File: config.mk
export PLATFORM = sky130hd
export DESIGN_NAME = extWidthSplitter
export DESIGN_NICKNAME = d
export VERILOG_FILES = /design/src/rtl/splitPkg.sv /design/src/rtl/splitCtrl.sv /design/src/rtl/splitDatapath.sv /design/src/rtl/extWidthSplitter.sv
export SDC_FILE = /design/constraint.sdc
export NUM_CORES = 1
export LEC_CHECK = 0
export BUFFER_PORTS_ARGS = -buffer_cell sky130_fd_sc_hd__buf_2
export CAP_MARGIN = 30
export CORE_MARGIN = 4
export CORE_UTILIZATION = 53
export DETAILED_ROUTE_END_ITERATION = 10
export GPL_TIMING_DRIVEN = 0
export PLACE_DENSITY_LB_ADDON = 0.25
export SKIP_CTS_REPAIR_TIMING = 1
export SLEW_MARGIN = 20
export SYNTH_ARGS = -nofsm -noshare
export SYNTH_HDL_FRONTEND = slang
export SYNTH_SLANG_ARGS = --single-unit
File: constraint.sdc
create_clock -name clk -period 2.69 [get_ports clk]
set_clock_uncertainty 0.2 [all_clocks]
set_input_delay 0.1345 -clock clk [delete_from_list [all_inputs] [get_ports clk]]
set_output_delay 0.1345 -clock clk [all_outputs]
set_load 0.02 [all_outputs]
File: src/rtl/splitPkg.sv
package splitPkg;
  localparam int BUS_W    = 32;
  localparam int MEM_W    = 16;
  localparam int MAX_SUBS = BUS_W / 8;
  localparam int IDX_W    = $clog2(MAX_SUBS);
  localparam int HALVES   = BUS_W / MEM_W;

  // memory kind codes
  localparam logic [1:0] KIND_NOR   = 2'd0;
  localparam logic [1:0] KIND_PSRAM = 2'd1;
  localparam logic [1:0] KIND_SRAM  = 2'd2;

  typedef struct packed {
    logic clear;  // any accepted request: wipe read collector
    logic load;   // supported request: capture into datapath
    logic step;   // external access acknowledged
  } dpCtl_t;

  function automatic logic comboOk(input logic [1:0] kind, input logic sync,
                                   input logic wide, input logic wr,
                                   input logic [1:0] size);
    logic ok;
    ok = 1'b0;
    if (size != 2'd3) begin
      case (kind)
        KIND_NOR:   ok = wide && (sync ? (!wr && size != 2'd0) : !(wr && size == 2'd0));
        KIND_PSRAM: ok = wide && (sync ? (wr || size != 2'd0) : 1'b1);
        KIND_SRAM:  ok = !sync;
        default:    ok = 1'b0;
      endcase
    end
    return ok;
  endfunction

  function automatic logic [IDX_W:0] subCount(input logic [1:0] size, input logic wide);
    logic [IDX_W:0] bytes;
    bytes = (IDX_W+1)'(1) << size;
    if (!wide) return bytes;
    return (bytes > 1) ? (bytes >> 1) : (IDX_W+1)'(1);
  endfunction
endpackage

File: src/rtl/splitCtrl.sv
module splitCtrl
  import splitPkg::*;
(
  input  logic       clk,
  input  logic       rstN,
  input  logic       reqValid,
  input  logic       reqWrite,
  input  logic [1:0] reqSize,
  input  logic [1:0] memType,
  input  logic       syncMode,
  input  logic       memWide,
  input  logic       memAck,
  input  logic       lastSub,
  output logic       reqReady,
  output logic       memValid,
  output logic       respValid,
  output logic       respErr,
  output dpCtl_t     ctl
);
  typedef enum logic [1:0] {ST_IDLE, ST_BUSY, ST_RESP} state_e;
  state_e stateQ;
  logic errQ;
  logic accept, ok;

  assign accept = reqValid && (stateQ == ST_IDLE);
  assign ok     = comboOk(memType, syncMode, memWide, reqWrite, reqSize);

  always_ff @(posedge clk or negedge rstN) begin
    if (!rstN) begin
      stateQ <= ST_IDLE;
      errQ   <= 1'b0;
    end else begin
      case (stateQ)
        ST_IDLE: if (accept) begin
          stateQ <= ok ? ST_BUSY : ST_RESP;
          errQ   <= !ok;
        end
        ST_BUSY: if (memAck && lastSub) stateQ <= ST_RESP;
        default: stateQ <= ST_IDLE;
      endcase
    end
  end

  assign reqReady  = (stateQ == ST_IDLE);
  assign memValid  = (stateQ == ST_BUSY);
  assign respValid = (stateQ == ST_RESP);
  assign respErr   = respValid && errQ;

  always_comb begin
    ctl.clear = accept;
    ctl.load  = accept && ok;
    ctl.step  = (stateQ == ST_BUSY) && memAck;
  end
endmodule

File: src/rtl/splitDatapath.sv
module splitDatapath
  import splitPkg::*;
#(
  parameter int ADDR_W = 24
) (
  input  logic              clk,
  input  logic              rstN,
  input  dpCtl_t            ctl,
  input  logic              reqWrite,
  input  logic [1:0]        reqSize,
  input  logic [ADDR_W-1:0] reqAddr,
  input  logic [BUS_W-1:0]  reqWdata,
  input  logic              memWide,
  input  logic [MEM_W-1:0]  memRdata,
  output logic              lastSub,
  output logic              memWrite,
  output logic [ADDR_W-1:0] memAddr,
  output logic [MEM_W-1:0]  memWdata,
  output logic [1:0]        memLaneN,
  output logic [BUS_W-1:0]  respRdata
);
  logic [ADDR_W-1:0] addrQ;
  logic [BUS_W-1:0]  wdataQ;
  logic [1:0]        sizeQ;
  logic              wideQ, writeQ;
  logic [IDX_W-1:0]  idxQ;
  logic [IDX_W:0]    cnt;
  logic [7:0]        wBytes [MAX_SUBS];
  logic [MEM_W-1:0]  wHalves [HALVES];
  logic [7:0]        accQ [MAX_SUBS];
  logic [7:0]        rdLo, rdHi;

  always_ff @(posedge clk or negedge rstN) begin
    if (!rstN) begin
      addrQ  <= '0;
      wdataQ <= '0;
      sizeQ  <= '0;
      wideQ  <= 1'b0;
      writeQ <= 1'b0;
      idxQ   <= '0;
    end else if (ctl.load) begin
      addrQ  <= reqAddr;
      wdataQ <= reqWdata;
      sizeQ  <= reqSize;
      wideQ  <= memWide;
      writeQ <= reqWrite;
      idxQ   <= '0;
    end else if (ctl.step) begin
      idxQ   <= idxQ + 1'b1;
    end
  end

  assign cnt      = subCount(sizeQ, wideQ);
  assign lastSub  = ({1'b0, idxQ} == cnt - 1'b1);
  assign memWrite = writeQ;
  assign memAddr  = wideQ ? ({addrQ[ADDR_W-1:1], 1'b0} + (ADDR_W'(idxQ) << 1))
                          : (addrQ + ADDR_W'(idxQ));

  for (genvar g = 0; g < MAX_SUBS; g++) begin : gWrBytes
    assign wBytes[g] = wdataQ[8*g +: 8];
  end
  for (genvar h = 0; h < HALVES; h++) begin : gWrHalves
    assign wHalves[h] = wdataQ[MEM_W*h +: MEM_W];
  end

  always_comb begin
    memLaneN = 2'b00;
    if (!wideQ) begin
      memWdata = {8'h00, wBytes[idxQ]};
    end else if (sizeQ == 2'd0) begin
      memWdata = {2{wBytes[0]}};
      if (writeQ) memLaneN = addrQ[0] ? 2'b01 : 2'b10;
    end else begin
      memWdata = wHalves[idxQ[0]];
    end
  end

  assign rdLo = memRdata[7:0];
  assign rdHi = memRdata[15:8];

  for (genvar g = 0; g < MAX_SUBS; g++) begin : gRdLane
    logic hit;
    logic [7:0] src;
    always_comb begin
      if (!wideQ) begin
        hit = (idxQ == IDX_W'(g));
        src = rdLo;
      end else if (sizeQ == 2'd0) begin
        hit = (g == 0);
        src = addrQ[0] ? rdHi : rdLo;
      end else begin
        hit = (idxQ == IDX_W'(g / 2));
        src = (g % 2 == 1) ? rdHi : rdLo;
      end
    end
    always_ff @(posedge clk or negedge rstN) begin
      if (!rstN)                             accQ[g] <= '0;
      else if (ctl.clear)                    accQ[g] <= '0;
      else if (ctl.step && !writeQ && hit)   accQ[g] <= src;
    end
    assign respRdata[8*g +: 8] = accQ[g];
  end
endmodule

File: src/rtl/extWidthSplitter.sv
module extWidthSplitter
  import splitPkg::*;
#(
  parameter int ADDR_W = 24
) (
  input  logic              clk,
  input  logic              rstN,
  input  logic              reqValid,
  output logic              reqReady,
  input  logic              reqWrite,
  input  logic [1:0]        reqSize,
  input  logic [ADDR_W-1:0] reqAddr,
  input  logic [31:0]       reqWdata,
  input  logic [1:0]        memType,
  input  logic              syncMode,
  input  logic              memWide,
  output logic              respValid,
  output logic              respErr,
  output logic [31:0]       respRdata,
  output logic              memValid,
  output logic              memWrite,
  output logic [ADDR_W-1:0] memAddr,
  output logic [15:0]       memWdata,
  output logic [1:0]        memLaneN,
  input  logic              memAck,
  input  logic [15:0]       memRdata
);
  dpCtl_t ctl;
  logic   lastSub;

  splitCtrl ctrl_i (
    .clk(clk), .rstN(rstN), .reqValid(reqValid), .reqWrite(reqWrite),
    .reqSize(reqSize), .memType(memType), .syncMode(syncMode),
    .memWide(memWide), .memAck(memAck), .lastSub(lastSub),
    .reqReady(reqReady), .memValid(memValid), .respValid(respValid),
    .respErr(respErr), .ctl(ctl)
  );

  splitDatapath #(.ADDR_W(ADDR_W)) dp_i (
    .clk(clk), .rstN(rstN), .ctl(ctl), .reqWrite(reqWrite),
    .reqSize(reqSize), .reqAddr(reqAddr), .reqWdata(reqWdata),
    .memWide(memWide), .memRdata(memRdata), .lastSub(lastSub),
    .memWrite(memWrite), .memAddr(memAddr), .memWdata(memWdata),
    .memLaneN(memLaneN), .respRdata(respRdata)
  );
endmodule

# [After elaboration in Yosys (flattened, before gate mapping)]
# Cells that the tools add are included.
[totals] regBits=97 latch_bits=0 ramBits=0 romBits=0 input_bits=83 output_inout_bits=79 word_cells=111 mem_count=0
[classes] addsub=4 n_mul=0 n_div=0 n_lt_le_gt_ge=3 n_eq_ne=11 n_shift=1 muxes=45 bitwise=2 n_reduce_logical=33
[op_table] operator="8-bit two-way mux" count=15
[op_table] operator="16-bit two-way mux" count=5
[op_table] operator="24-bit by 2-bit adder with 24-bit output" count=1
[op_table] operator="24-bit by 3-bit adder with 24-bit output" count=1
[op_table] operator="24-bit two-way mux" count=1
[op_table] operator="2-bit two-way mux" count=10
[op_table] operator="8-bit binary-select mux with 2-bit select" count=1
[op_table] operator="1-bit logical AND" count=14
[op_table] operator="2-bit nonzero test" count=6
[op_table] operator="2-bit logical NOT" count=5
[op_table] operator="1-bit two-way mux" count=10
[op_table] operator="2-bit equality test, second input constant" count=4
[op_table] operator="2-bit by 1-bit equality test with 1-bit output, second input constant" count=3
[op_table] operator="1-bit logical NOT" count=5
[op_table] operator="2-bit by 1-bit inequality test with 1-bit output, second input constant" count=2
[op_table] operator="2-bit one-hot mux with 2 select lines" count=1
[op_table] operator="2-bit AND reduction" count=2
[op_table] operator="2-bit by 3-bit equality test with 1-bit output" count=1
[op_table] operator="3-bit >= comparator, second input constant" count=1
[op_table] operator="3-bit by 1-bit > comparator with 1-bit output, second input constant" count=1
[op_table] operator="3-bit two-way mux" count=1
[op_table] operator="2-bit inverter with 3-bit output" count=1
[op_table] operator="1-bit one-hot mux with 3 select lines" count=1
[op_table] operator="1-bit by 2-bit << shifter with 3-bit output, first input constant" count=1
[op_table] operator="other kinds (6)" count=6

# [Depth between registers and ports, before layout]
# Gate-level depths: netlist of run 1.
[logic_depth] ltp_word=10 mapped_depth=9 ltp_nobuf=7

# [Modules after synthesis]
# From an unflattened synthesis of run 1, not the netlist that was laid out.
[unflattened] hier_cells=460 hier_area_um2=5295.1
[modules_own_cells] module="splitDatapath" instances=1 cells_per_inst=436 area_each_um2=5082.4 seq_area_each_um2=2352.3
[modules_own_cells] module="splitCtrl" instances=1 cells_per_inst=24 area_each_um2=212.7 seq_area_each_um2=75.1

# [Worst setup path before layout of run 1]
# Ideal clock, no wire load.
[synth_path] path_kind="register to register" start="register dp_i.idxQ[0]" end="register dp_i.accQ, in the netlist dp_i.respRdata[1]" setup_ns=0.132 arrival_time_ns=2.047 t_required_ns=2.358 setup_slack_ns=0.311 path_stages_with_launch=8 path_buffers=2 period_less_slack_ns=2.379 path_cell_list="dfrtp_1 clkbuf_1 buf_2 inv_1 ha_1 o21ai_2 mux2i_1 nor2_1"
[synth_via] elab_chain_cells=5
[synth_rtl] item="start, declared" line_no="splitDatapath.sv:26" source="logic [IDX_W-1:0] idxQ;"
[synth_rtl] item="start signal, assigned" line_no="splitDatapath.sv:49" source="idxQ <= idxQ + 1'b1;"
[synth_rtl] item="2-bit logical NOT (*)" line_no="splitDatapath.sv:86, splitDatapath.sv:92"
[synth_rtl] item="1-bit two-way mux" line_no="splitDatapath.sv:88" source="end else if (sizeQ == 2'd0) begin"
[synth_rtl] item="1-bit two-way mux (*)" line_no="splitDatapath.sv:85" source="if (!wideQ) begin"
[synth_rtl] item="1-bit logical AND (*)" line_no="splitDatapath.sv:99" source="else if (ctl.step && !writeQ && hit) accQ[g] <= src;"
[synth_rtl] item="2-bit nonzero test (no line) (*)"
[synth_rtl] item="end signal, assigned by index" line_no="splitDatapath.sv:99"
[synth_rtl] item="end, declared" line_no="splitDatapath.sv:30" source="logic [7:0] accQ [MAX_SUBS];"
# Every way passes the cells marked *; elsewhere a longest branch is shown, timed or not.
# A chain may end at the register's enable or synchronous reset.

# [Worst setup path in the final report of run 1]
[layout_path] start="register dp_i.sizeQ[1]" end="output port memWdata[0]"
[layout_via] elab_chain_cells=3
[layout_rtl] item="start, declared" line_no="splitDatapath.sv:24" source="logic [1:0] sizeQ;"
[layout_rtl] item="start signal, assigned" line_no="splitDatapath.sv:44" source="sizeQ <= reqSize;"
[layout_rtl] item="2-bit logical NOT" line_no="splitDatapath.sv:70" source="end else if (sizeQ == 2'd0) begin"
[layout_rtl] item="16-bit two-way mux" line_no="splitDatapath.sv:70"
[layout_rtl] item="16-bit two-way mux" line_no="splitDatapath.sv:68" source="if (!wideQ) begin"
[layout_rtl] item="end, declared" line_no="extWidthSplitter.sv:23" source="output logic [15:0] memWdata,"
# Every way passes these cells.

==> impl_metrics.env, run 1 <==
export IMPL_drive_above_1_share_pct=28.4
export IMPL_cts_buffer_depth=2
export IMPL_timing_critical_path_arrival_ns=2.29
export IMPL_hold_path_class="input pin to async pin"
export IMPL_clk_insertion_delay_late_ns=0.37
export IMPL_synth_async_reset_ratio_pct=100
export IMPL_cts_num_sinks=97
export IMPL_routabilityCongestion=0.863
export IMPL_detailed_place_hpwl_um=12000
export IMPL_dieHeight_um=111
export IMPL_syn_num_nets=695
export IMPL_final_hold_worst_slack_ns=-0.00420
export IMPL_pin_count=162
export IMPL_core_rowCount=37
export IMPL_required_ns=2.36
export IMPL_yosys_register_bits=97
export IMPL_grt_remaining_overflow=0
export IMPL_layout_area_overhead_vs_synth_pct=37.1
export IMPL_antenna_cells=0
export IMPL_route_detailed_wl_per_inst_um=18.1
export IMPL_drc=0
export IMPL_postRouteWirelength_um=18100
export IMPL_finalNetCount=952
export IMPL_max_slew_worst_pin_slew_ns=0.795
export IMPL_min_period_over_period_pct=97.7
export IMPL_synth_cell_type_count=52
export IMPL_finish_instance_area_um2=7750
export IMPL_netlist_area_before_placement_um2=5650
export IMPL_globalRouteTotalUtil_pct=25.4
export IMPL_clock_fmax_mhz=380
export IMPL_clkTransAtPathRegs_ns=0.09
export IMPL_violations="negative hold slack"
export IMPL_root_buffer="sky130_fd_sc_hd__clkbuf_8"
export IMPL_hold_viol=4
export IMPL_floorplan_initialDensity_pct=54.5
export IMPL_numPortBuffers=161
export IMPL_synth_flop_cell="sky130_fd_sc_hd__dfrtp_1"
export IMPL_outcome="finished, violations left"
export IMPL_kind_of_critical_path="flop to output port"
export IMPL_postSynthAreaPerCell_um2=9.41
export IMPL_route_vias_total=5630
export IMPL_report_final_setup_viol=0
export IMPL_postRouteAntennaNets=0
export IMPL_static_leakage_nw=3.77
export IMPL_synth_cells=601
export IMPL_grt_first_pass_wirelength_um=25600
export IMPL_drtPass1Iterations=5
export IMPL_dpl_cell_area_um2=6660
export IMPL_yosys_warnings=0
export IMPL_antenna_found_initial=0
export IMPL_maximum_number_of_pins_on_one_net_before_global_route_repair=69
export IMPL_cts_made_buffers=9
export IMPL_synth_edf_count=0
export IMPL_grt_pass1_vias=5156
export IMPL_endpoint_kind="output port"
export IMPL_timing_max_transition_violations_final=0
export IMPL_fin_setup_tns_ns=0
export IMPL_tritoncts="yes"
export IMPL_drt_iter0_markers=426
export IMPL_drv_max_cap_violation_count=0
export IMPL_irDropWorstVdd_mv=0.745
export IMPL_die_x_um=111
export IMPL_floorplan_die_area_um2=12400
export IMPL_post_drt_via_cell_ratio=5.64
export IMPL_timing_max_slew_rel_slack_pct=46.3
export IMPL_placeableCoreArea_um2=10400
export IMPL_maximum_fanout_along_the_worst_path=10
export IMPL_htree_levels=3
export IMPL_final_period_minus_worst_setup_slack_ns=2.63
export IMPL_worst_setup_path_start_kind="flop"
export IMPL_synth_seq_area_share_pct=42.9
export IMPL_power_density_nw_per_um2=1010
-- worst max-delay path, stage by stage, from the launching register on --
cell                      delay, ns
sky130_fd_sc_hd__dfrtp_1       0.47
sky130_fd_sc_hd__or2_2         0.32
sky130_fd_sc_hd__buf_2         0.19
sky130_fd_sc_hd__nand2_2       0.24
sky130_fd_sc_hd__mux2i_1       0.11
sky130_fd_sc_hd__o21ai_0       0.34
sky130_fd_sc_hd__buf_2         0.25
-- placed cells by master (no fill, tap or decap), drive strengths merged, types with 2 or more instances in the layout --
cell type | synthesis | layout
a21oi | 6 | 6
clkinvlp | 0 | 2
buf | 24 | 191
o22ai | 57 | 57
nand3b | 2 | 2
fa | 2 | 2
nand4 | 9 | 9
nand2 | 157 | 157
dlygate4sd3 | 0 | 79
mux2i | 58 | 58
a211oi | 10 | 10
inv | 6 | 6
nor2b | 6 | 6
and2 | 2 | 2
o21ai | 14 | 14
nor4bb | 2 | 2
o211ai | 2 | 2
and4 | 2 | 2
or2 | 4 | 4
clkbuf | 16 | 28
and3 | 6 | 6
a31oi | 3 | 3
mux4 | 8 | 8
nor3b | 6 | 6
mux2 | 9 | 9
nand2b | 2 | 2
a32oi | 2 | 2
dfrtp | 97 | 97
xnor2 | 17 | 17
clkinv | 1 | 2
nor2 | 31 | 31
nand3 | 9 | 9
ha | 9 | 9
nor3 | 4 | 4
xor2 | 8 | 8
a21boi | 2 | 2
-- sequential cells by signal, summed over array words and instances (netlist names) --
name            flops
dp_i.respRdata     32
ctrl_i.errQ         1
dp_i.addrQ         24
dp_i.wideQ          1
dp_i.wdataQ        32
dp_i.memWrite       1
dp_i.idxQ           2
dp_i.sizeQ          2
ctrl_i.stateQ       2
-- final cells by class --
| cell class | instances | area, um2 |
|---|---|---|
| multi-input cells | 457 | 3060 |
| plain buffers | 40 | 208 |
| inverters | 7 | 30.0 |
| repair buffers | 246 | 1690 |
| clock buffers | 12 | 145 |
| fillers | 730 | 2620 |
| flip-flops and latches | 97 | 2430 |
| well taps | 136 | 170 |
| clock inverters | 3 | 17.5 |
-- cell usage after synthesis (4+ instances only) --
| cell type | number | area share [%] |
|---|---|---|
| sky130_fd_sc_hd__a21oi_1 | 4 | 0.35 |
| sky130_fd_sc_hd__clkbuf_1 | 16 | 1.1 |
| sky130_fd_sc_hd__mux2_2 | 9 | 1.8 |
| sky130_fd_sc_hd__nor2_1 | 31 | 2.1 |
| sky130_fd_sc_hd__mux2i_1 | 58 | 10 |
| sky130_fd_sc_hd__nand4_1 | 9 | 1.0 |
| sky130_fd_sc_hd__nor2b_1 | 6 | 0.66 |
| sky130_fd_sc_hd__buf_4 | 4 | 0.53 |
| sky130_fd_sc_hd__nor3b_1 | 5 | 0.66 |
| sky130_fd_sc_hd__inv_1 | 6 | 0.40 |
| sky130_fd_sc_hd__buf_2 | 15 | 1.3 |
| sky130_fd_sc_hd__a211oi_1 | 10 | 1.3 |
| sky130_fd_sc_hd__nand2_1 | 157 | 10 |
| sky130_fd_sc_hd__nand3_1 | 9 | 0.80 |
| sky130_fd_sc_hd__o22ai_1 | 57 | 6.3 |
| sky130_fd_sc_hd__dfrtp_1 | 97 | 43 |
| sky130_fd_sc_hd__xor2_1 | 8 | 1.2 |
| sky130_fd_sc_hd__xnor2_1 | 17 | 2.6 |
| sky130_fd_sc_hd__o21ai_0 | 10 | 0.89 |
| sky130_fd_sc_hd__ha_1 | 9 | 2.0 |
| sky130_fd_sc_hd__and3_1 | 6 | 0.66 |
| sky130_fd_sc_hd__mux4_2 | 8 | 3.2 |
-- metrics by stage --
stage | setup slack (ns) | cells | util (%) | power, W
2_1_floorplan | 0.311 | 601 | - | 0.00533
3_3_place_gp | -0.134 | 898 | 63.9 | 0.00648
3_5_place_dp | -0.174 | 899 | 64.2 | 0.00663
4_1_cts | -0.261 | 914 | 65.8 | 0.00748
5_1_grt | -0.0920 | 998 | 74.7 | 0.00835
6_report | 0.0611 | 998 | 74.7 | 0.00785
-- logic make-up (layout without fill, tap and decap cells) --
group           Yosys count  after routing  share of synthesized area [%]
flops                    97             97                           42.9
mux                      75             75                           15.3
fa+ha+maj                11             11                           2.70
buf+inv                  47            308                           4.12
compound gates          100            100                           11.6
simple gates            246            246                           19.5
xor+xnor                 25             25                           3.87
-- path summary, 6_finish.rpt --
path | endpoint | slack (ns) | start | depth (start not counted)
max | memWdata[0] | 0.06 | dp_i.sizeQ[1]$_DFFE_PN0P_ | 6
min | dp_i.respRdata[19]$_DFFE_PN0P_ | -0.004 | rstN | 2
max reg2reg | ctrl_i.stateQ[1]$_DFFE_PN0P_ | 0.10 | dp_i.wideQ$_DFFE_PN0P_ | 9
min reg2reg | ctrl_i.errQ$_DFFE_PN0P_ | 0.31 | ctrl_i.errQ$_DFFE_PN0P_ | 2
max in group asynchronous | dp_i.idxQ[1]$_DFFE_PN0P_ | 1.65 | rstN | 3
min in group clk | ctrl_i.stateQ[0]$_DFFE_PN0P_ | 0 | memAck | 4
-- power breakdown --
part / leakage [nW] / switching, W / total (W) / internal (W)
Clock: 0.0822 / 0.000503 / 0.000858 / 0.000355
Sequential: 1.25 / 0.000659 / 0.00268 / 0.00202
Combinational: 2.43 / 0.00256 / 0.00431 / 0.00176
Total: 3.77 / 0.00372 / 0.00785 / 0.00413
-- layer usage --
layer | up-vias | track usage, % | wire length, um | part of all wire [%]
li1 | 2625 | - | - | -
met5 | - | 0 | 0 | 0
met1 | 2724 | 34.6 | 7570 | 42
met2 | 234 | 41.4 | 8910 | 49
met3 | 47 | 5.40 | 1130 | 6.3
met4 | 0 | 6.49 | 482 | 2.7
Note: power is estimated with default switching activity, not from simulation.
==> run 2, diff against run 1 <==
--- a/config.mk
+++ b/config.mk
@@ -8,10 +8,10 @@
 export BUFFER_PORTS_ARGS = -buffer_cell sky130_fd_sc_hd__buf_2
 export CAP_MARGIN = 30
 export CORE_MARGIN = 4
-export CORE_UTILIZATION = 53
+export CORE_UTILIZATION = 57
 export DETAILED_ROUTE_END_ITERATION = 10
 export GPL_TIMING_DRIVEN = 0
-export PLACE_DENSITY_LB_ADDON = 0.25
+export PLACE_DENSITY = 0.88
 export SKIP_CTS_REPAIR_TIMING = 1
 export SLEW_MARGIN = 20
 export SYNTH_ARGS = -nofsm -noshare
==> constraint.sdc (replaced) <==
create_clock -name clk -period 3.4 [get_ports clk]
set_clock_uncertainty 0.2 [all_clocks]
set_input_delay 0.17 -clock clk [delete_from_list [all_inputs] [get_ports clk]]
set_output_delay 0.17 -clock clk [all_outputs]
set_load 0.02 [all_outputs]
==> run 2 against run 1 <==
The run still ends with negative hold slack left. Via count up 2.6%. Die area down 6.5%. Count of clock-buffer cells in the layout down 3. Critical path depth unchanged. Setup slack better by 0.32 ns. Flip-flop and latch count unchanged. Combinational power down 22%. Power down 21%. Non-clock buffer count down 12. First-iteration DRC count up 29%. Global-route usage up 2.3 points. Final area down 2.2%. Critical endpoint is now memAddr[8]. Largest cell class unchanged. Highest routed layer unchanged.
==> impl_metrics.env, run 2 (same netlist as run 1, synthesis figures left out) <==
export IMPL_maximum_fanout_along_the_worst_path=10
export IMPL_report_final_setup_viol=0
export IMPL_r2r_end="dp_i.respRdata[2]$_DFFE_PN0P_"
export IMPL_unrepaired_setup_endpoints_after_global_routing="no"
export IMPL_detailed_place_hpwl_um=12000
export IMPL_finalNetCount=940
export IMPL_route_vias_total=5777
export IMPL_power_frac_clock_pct=12.2
export IMPL_dpl_cell_area_um2=6660
export IMPL_grt_pass1_vias=5184
export IMPL_outcome="finished, violations left"
export IMPL_sequentialPowerShare_pct=33.9
export IMPL_postRouteWirelength_um=18200
export IMPL_antenna_found_initial=1
export IMPL_hold_viol=4
export IMPL_highest_signal_layer="met4"
export IMPL_dr_wl_met3_um=1670
export IMPL_violations="negative hold slack"
export IMPL_clock_fmax_mhz=331
export IMPL_layout_cells_most_common="sky130_fd_sc_hd__buf_2"
export IMPL_final_period_minus_worst_setup_slack_ns=3.02
export IMPL_numPortBuffers=161
export IMPL_ff_latch_area_um2=2430
export IMPL_power_share_combinational_pct=53.8
export IMPL_multi_input_comb_area_um2=2990
export IMPL_timing_max_slew_rel_slack_pct=42.1
export IMPL_floorplan_die_area_um2=11600
export IMPL_hold_path_class="input pin to flop"
export IMPL_irDropWorstVdd_mv=0.672
export IMPL_floorplan_initialDensity_pct=58.1
export IMPL_layoutNonFillerInstCount=985
export IMPL_r2r_worst_path_cells=7
export IMPL_drv_max_cap_violation_count=0
export IMPL_post_drt_via_cell_ratio=5.86
export IMPL_drc=0
export IMPL_clkTransAtPathRegs_ns=0.10
export IMPL_worstHoldStart="memRdata[4]"
export IMPL_root_buffer="sky130_fd_sc_hd__clkbuf_8"
export IMPL_kind_of_critical_path="flop to output port"
export IMPL_sw_power_w=0.00295
export IMPL_total_power_w=0.00623
export IMPL_globalRouteTotalUtil_pct=27.6
export IMPL_whs_path_depth=3
export IMPL_layout_area_overhead_vs_synth_pct=34.0
export IMPL_tritoncts="yes"
export IMPL_regToRegStartpoint="dp_i.idxQ[0]$_DFFE_PN0P_"
export IMPL_power_report_internal_total_w=0.00328
export IMPL_core_rowCount=36
export IMPL_cts_num_sinks=97
export IMPL_reg2reg_slack_ns=0.49
export IMPL_static_leakage_nw=3.71
export IMPL_power_density_nw_per_um2=822
export IMPL_n_fill_cell=606
export IMPL_final_hold_worst_slack_ns=-0.0506
export IMPL_dr_wl_met2_um=9040
export IMPL_cts_buffer_depth=2
export IMPL_route_detailed_wl_per_inst_um=18.5
export IMPL_required_ns=3.03
export IMPL_drt_iter0_markers=548
export IMPL_power_switching_share_pct=47.3
export IMPL_timing_critical_path_arrival_ns=2.65
export IMPL_dieHeight_um=108
export IMPL_worst_setup_path_start_kind="flop"
export IMPL_pin_count=162
export IMPL_worst_hold_endpoint="dp_i.respRdata[28]$_DFFE_PN0P_"
export IMPL_fin_setup_tns_ns=0
export IMPL_timing_max_transition_violations_final=0
export IMPL_htree_levels=3
export IMPL_max_slew_worst_pin_slew_ns=0.862
export IMPL_clk_insertion_delay_late_ns=0.37
export IMPL_finish_instance_area_um2=7580
export IMPL_placeableCoreArea_um2=9730
export IMPL_finish_utilization_pct=77.9
export IMPL_drive_above_1_share_pct=26.8
export IMPL_cts_made_buffers=9
export IMPL_drt_met1_wl_um=6580
export IMPL_place_detailed_instances=896
export IMPL_drtPass1Iterations=5
export IMPL_postRouteAntennaNets=0
export IMPL_endpoint_kind="output port"
export IMPL_routabilityCongestion=0.852
export IMPL_grt_first_pass_wirelength_um=25100
export IMPL_grt_remaining_overflow=0
export IMPL_die_x_um=108
export IMPL_final_cell_mix="175 x sky130_fd_sc_hd__buf_2, 157 x sky130_fd_sc_hd__nand2_1, 97 x sky130_fd_sc_hd__dfrtp_1"
export IMPL_maximum_number_of_pins_on_one_net_before_global_route_repair=59
export IMPL_min_period_over_period_pct=88.7
[run 2: cell count changes in the layout (fill, tap and decap cells not counted), moves of 3 or more]
cell,change
sky130_fd_sc_hd__dlygate4sd3_1,-7
sky130_fd_sc_hd__buf_4,-7
sky130_fd_sc_hd__dfrtp_1,+3
sky130_fd_sc_hd__buf_2,+3
sky130_fd_sc_hd__dfrtp_2,-3
[run 2: worst max path at each step]
stage                             start                             to  slack [ns]  cells past startpoint
2_1_floorplan  dp_i.idxQ[0]$_DFFE_PN0P_  dp_i.respRdata[1]$_DFFE_PN0P_        1.02                      7
3_3_place_gp   dp_i.idxQ[0]$_DFFE_PN0P_  dp_i.respRdata[5]$_DFFE_PN0P_        0.62                      7
5_1_grt        dp_i.idxQ[1]$_DFFE_PN0P_                     memAddr[8]        0.26                      6
6_report       dp_i.idxQ[1]$_DFFE_PN0P_                     memAddr[8]        0.38                      6
4_1_cts        dp_i.idxQ[1]$_DFFE_PN0P_                     memAddr[8]        0.37                      6
3_5_place_dp   dp_i.idxQ[0]$_DFFE_PN0P_  dp_i.respRdata[2]$_DFFE_PN0P_        0.58                      7
[run 2: power groups by stage]
stage,Sequential [W],Clock (W),Combinational (W)
final,0.00212,0.000761,0.00335
after global routing,0.00216,0.000810,0.00360
after detailed placement,0.00210,0,0.00315
after CTS,0.00208,0.000760,0.00317
after global placement,0.00206,0,0.00303
after floorplan,0.00203,0,0.00219
[run 2: layout make-up]
class	count	area share [%]
Multi-Input combinational cell	457	39.5
Sequential cell	97	32.0
Timing Repair Buffer	234	20.6
Buffer	40	2.73
Tap cell	133	2.20
Clock buffer	9	1.64
Clock inverter	7	0.925
Inverter	7	0.347
Antenna cell	1	0.0330
[run 2: critical path, cell delays in order, from the launching register on]
cell and delay, ns:
sky130_fd_sc_hd__dfrtp_1 0.54, sky130_fd_sc_hd__ha_1 0.35, sky130_fd_sc_hd__a21oi_1 0.06, sky130_fd_sc_hd__o21ai_1 0.67, sky130_fd_sc_hd__nor3b_1 0.31, sky130_fd_sc_hd__xor2_1 0.16
sky130_fd_sc_hd__buf_2 0.18
[run 2: layer usage]
layer / track usage [%] / vias to the layer above
li1: - / 2607
met1: 36.5 / 2719
met2: 45.3 / 359
met3: 5.22 / 92
met4: 10.5 / 0
met5: 0 / -
[run 2: through the flow]
stage	worst slack, ns	hold slack [ns]
after floorplan	1.02	-0.326
after global placement	0.619	0.221
after detailed placement	0.584	-0.0995
after CTS	0.375	-0.514
after global routing	0.257	0.00888
final	0.383	-0.0506
==> run 3, diff against run 2 <==
--- a/config.mk
+++ b/config.mk
@@ -11,6 +11,7 @@
 export CORE_UTILIZATION = 57
 export DETAILED_ROUTE_END_ITERATION = 10
 export GPL_TIMING_DRIVEN = 0
+export HOLD_SLACK_MARGIN = 0.02
 export PLACE_DENSITY = 0.88
 export SKIP_CTS_REPAIR_TIMING = 1
 export SLEW_MARGIN = 20
==> constraint.sdc (replaced) <==
create_clock -name clk -period 3.4 [get_ports clk]
set_clock_uncertainty 0.2 [all_clocks]
set_input_delay 0.34 -clock clk [delete_from_list [all_inputs] [get_ports clk]]
set_output_delay 0.34 -clock clk [all_outputs]
set_load 0.02 [all_outputs]
==> run 3 against run 2 <==
The flow now finishes without violations. Sequential share of layout area up 2.5 points. Final area down 7.3%. Fmax down 4.1%. Via count down 6.5%. Critical path depth unchanged. Combinational power down 4%. Clock power about the same. Flip-flop and latch count unchanged. Non-clock buffer count down 55. Routed wire length down 11%. Power down 2.4%. Critical endpoint unchanged.
==> impl_metrics.env, run 3 (same netlist as run 1, synthesis figures left out) <==
export IMPL_power_report_internal_total_w=0.00321
export IMPL_timing_critical_path_cells="ha_1, a21oi_1, o21ai_1, nor3b_1, xor2_1, buf_2"
export IMPL_crit_buf_inv=1
export IMPL_drv_max_cap_violation_count=0
export IMPL_required_ns=2.86
export IMPL_final_period_minus_worst_setup_slack_ns=3.15
export IMPL_timing_critical_path_arrival_ns=2.61
export IMPL_clock_fmax_mhz=318
export IMPL_final_cell_mix="175 x sky130_fd_sc_hd__buf_2, 157 x sky130_fd_sc_hd__nand2_1, 97 x sky130_fd_sc_hd__dfrtp_1"
export IMPL_max_slew_worst_pin_slew_ns=0.834
export IMPL_outcome="finished clean"
export IMPL_report_final_setup_viol=0
export IMPL_detailed_place_hpwl_um=12000
export IMPL_dieHeight_um=108
export IMPL_htree_levels=3
export IMPL_r2r_worst_path_cells=7
export IMPL_cts_num_sinks=97
export IMPL_worstHoldStart="reqAddr[2]"
export IMPL_maximum_fanout_along_the_worst_path=10
export IMPL_min_period_over_period_pct=92.6
export IMPL_timing_max_transition_violations_final=0
export IMPL_endpoint_kind="output port"
export IMPL_critPathMaxStageDelay_ns=0.65
export IMPL_cts_made_buffers=9
export IMPL_fin_setup_tns_ns=0
export IMPL_finalNetCount=885
export IMPL_critPathSlowestCell="sky130_fd_sc_hd__o21ai_1"
export IMPL_n_fill_cell=702
export IMPL_drt_iter0_markers=517
export IMPL_hold_viol=0
export IMPL_antenna_cells=0
export IMPL_drc=0
export IMPL_layout_area_overhead_vs_synth_pct=24.2
export IMPL_hold_path_class="input pin to flop"
export IMPL_static_leakage_nw=3.48
export IMPL_route_detailed_wl_per_inst_um=17.5
export IMPL_grt_first_pass_wirelength_um=25100
export IMPL_maximum_number_of_pins_on_one_net_before_global_route_repair=59
export IMPL_antenna_found_initial=0
export IMPL_r2r_end="dp_i.respRdata[2]$_DFFE_PN0P_"
export IMPL_power_density_nw_per_um2=866
export IMPL_unrepaired_setup_endpoints_after_global_routing="no"
export IMPL_cts_buffer_depth=2
export IMPL_power_frac_clock_pct=12.5
export IMPL_root_buffer="sky130_fd_sc_hd__clkbuf_8"
export IMPL_worst_hold_endpoint="dp_i.addrQ[2]$_DFFE_PN0P_"
export IMPL_reg2reg_slack_ns=0.51
export IMPL_postRouteWirelength_um=16300
export IMPL_floorplan_die_area_um2=11600
export IMPL_globalRouteTotalUtil_pct=27.6
export IMPL_numPortBuffers=161
export IMPL_drive_above_1_share_pct=28.6
export IMPL_power_switching_share_pct=47.1
export IMPL_timing_max_slew_rel_slack_pct=44.0
export IMPL_sequentialPowerShare_pct=34.7
export IMPL_power_share_combinational_pct=52.8
export IMPL_clkTransAtPathRegs_ns=0.11
export IMPL_placeableCoreArea_um2=9730
export IMPL_sw_power_w=0.00287
export IMPL_post_drt_via_cell_ratio=5.82
export IMPL_grt_pass1_vias=5184
export IMPL_postRouteAntennaNets=0
export IMPL_cp_top_family="compound AO/OA/AOI/OAI gates"
export IMPL_irDropWorstVdd_mv=0.574
export IMPL_pin_count=162
export IMPL_core_rowCount=36
export IMPL_grt_remaining_overflow=0
export IMPL_routabilityCongestion=0.852
export IMPL_regToRegStartpoint="dp_i.idxQ[0]$_DFFE_PN0P_"
export IMPL_whs_path_depth=3
export IMPL_die_x_um=108
export IMPL_layout_cells_most_common="sky130_fd_sc_hd__buf_2"
export IMPL_tritoncts="yes"
export IMPL_drtPass1Iterations=6
export IMPL_route_vias_total=5403
export IMPL_kind_of_critical_path="flop to output port"
export IMPL_clk_insertion_delay_late_ns=0.38
export IMPL_worst_setup_path_start_kind="flop"
export IMPL_floorplan_initialDensity_pct=58.1
export IMPL_total_power_w=0.00608
[run 3: cell types whose count changed in the layout (fill, tap and decap cells not counted), sizes merged]
cell	before	now
diode	1	0
dlygate4sd3	72	17
[run 3: worst max path at each step]
stage	start	end	slack, ns	cells past startpoint
global placement	dp_i.idxQ[0]$_DFFE_PN0P_	dp_i.respRdata[5]$_DFFE_PN0P_	0.62	7
detailed placement	dp_i.idxQ[0]$_DFFE_PN0P_	dp_i.respRdata[2]$_DFFE_PN0P_	0.58	7
CTS	dp_i.idxQ[1]$_DFFE_PN0P_	memAddr[8]	0.20	6
finish	dp_i.idxQ[1]$_DFFE_PN0P_	memAddr[8]	0.25	6
floorplan	dp_i.idxQ[1]$_DFFE_PN0P_	memAddr[11]	0.95	5
global route	dp_i.idxQ[1]$_DFFE_PN0P_	memAddr[8]	0.07	6
[run 3: layout make-up]
class | count | area, um2 | area share (%)
plain buffers | 40 | 206 | 2.94
clock buffers | 9 | 124 | 1.76
clock inverters | 7 | 70.1 | 0.998
inverters | 7 | 26.3 | 0.374
multi-input cells | 457 | 2990 | 42.6
flip-flops and latches | 97 | 2430 | 34.6
well taps | 133 | 166 | 2.37
repair buffers | 179 | 1010 | 14.4
[run 3: metal layers]
metal  vias up  track usage [%]  wire length, um
met2       293             45.3             8030
met5         -                0                0
met4         0             10.5              432
met1      2573             36.5             6360
li1       2496                -                -
met3        41             5.22             1440
[run 3: power groups by stage]
stage / registers [W] / clock network (W) / logic (W)
after floorplan: 0.00203 / 0 / 0.00219
after global placement: 0.00206 / 0 / 0.00303
after detailed placement: 0.00210 / 0 / 0.00315
after CTS: 0.00208 / 0.000760 / 0.00317
after global routing: 0.00216 / 0.000808 / 0.00347
final: 0.00211 / 0.000758 / 0.00321
[run 3: metrics by stage]
step	utilization (%)	std cells	hold slack [ns]	setup WS [ns]	area, um2
final	72.2	929	0.00510	0.253	7020
after global routing	72.2	929	0.0161	0.0690	7020
after CTS	70.4	912	-0.344	0.205	6850
after detailed placement	68.4	896	0.0705	0.584	6660
after global placement	68.1	895	0.260	0.619	6630
after floorplan	-	601	-0.156	0.949	5650
[run 3: worst register-to-register path: cells and delay by family (launching register included)]
family / cells / cell delay (ns)
AO/OA/AOI/OAI: 1 / 0.51
adder cells (fa/ha/maj): 1 / 0.26
buffers and inverters: 3 / 0.98
flip-flops: 1 / 0.48
multiplexers: 1 / 0.28
AND/OR/NAND/NOR: 1 / 0.06
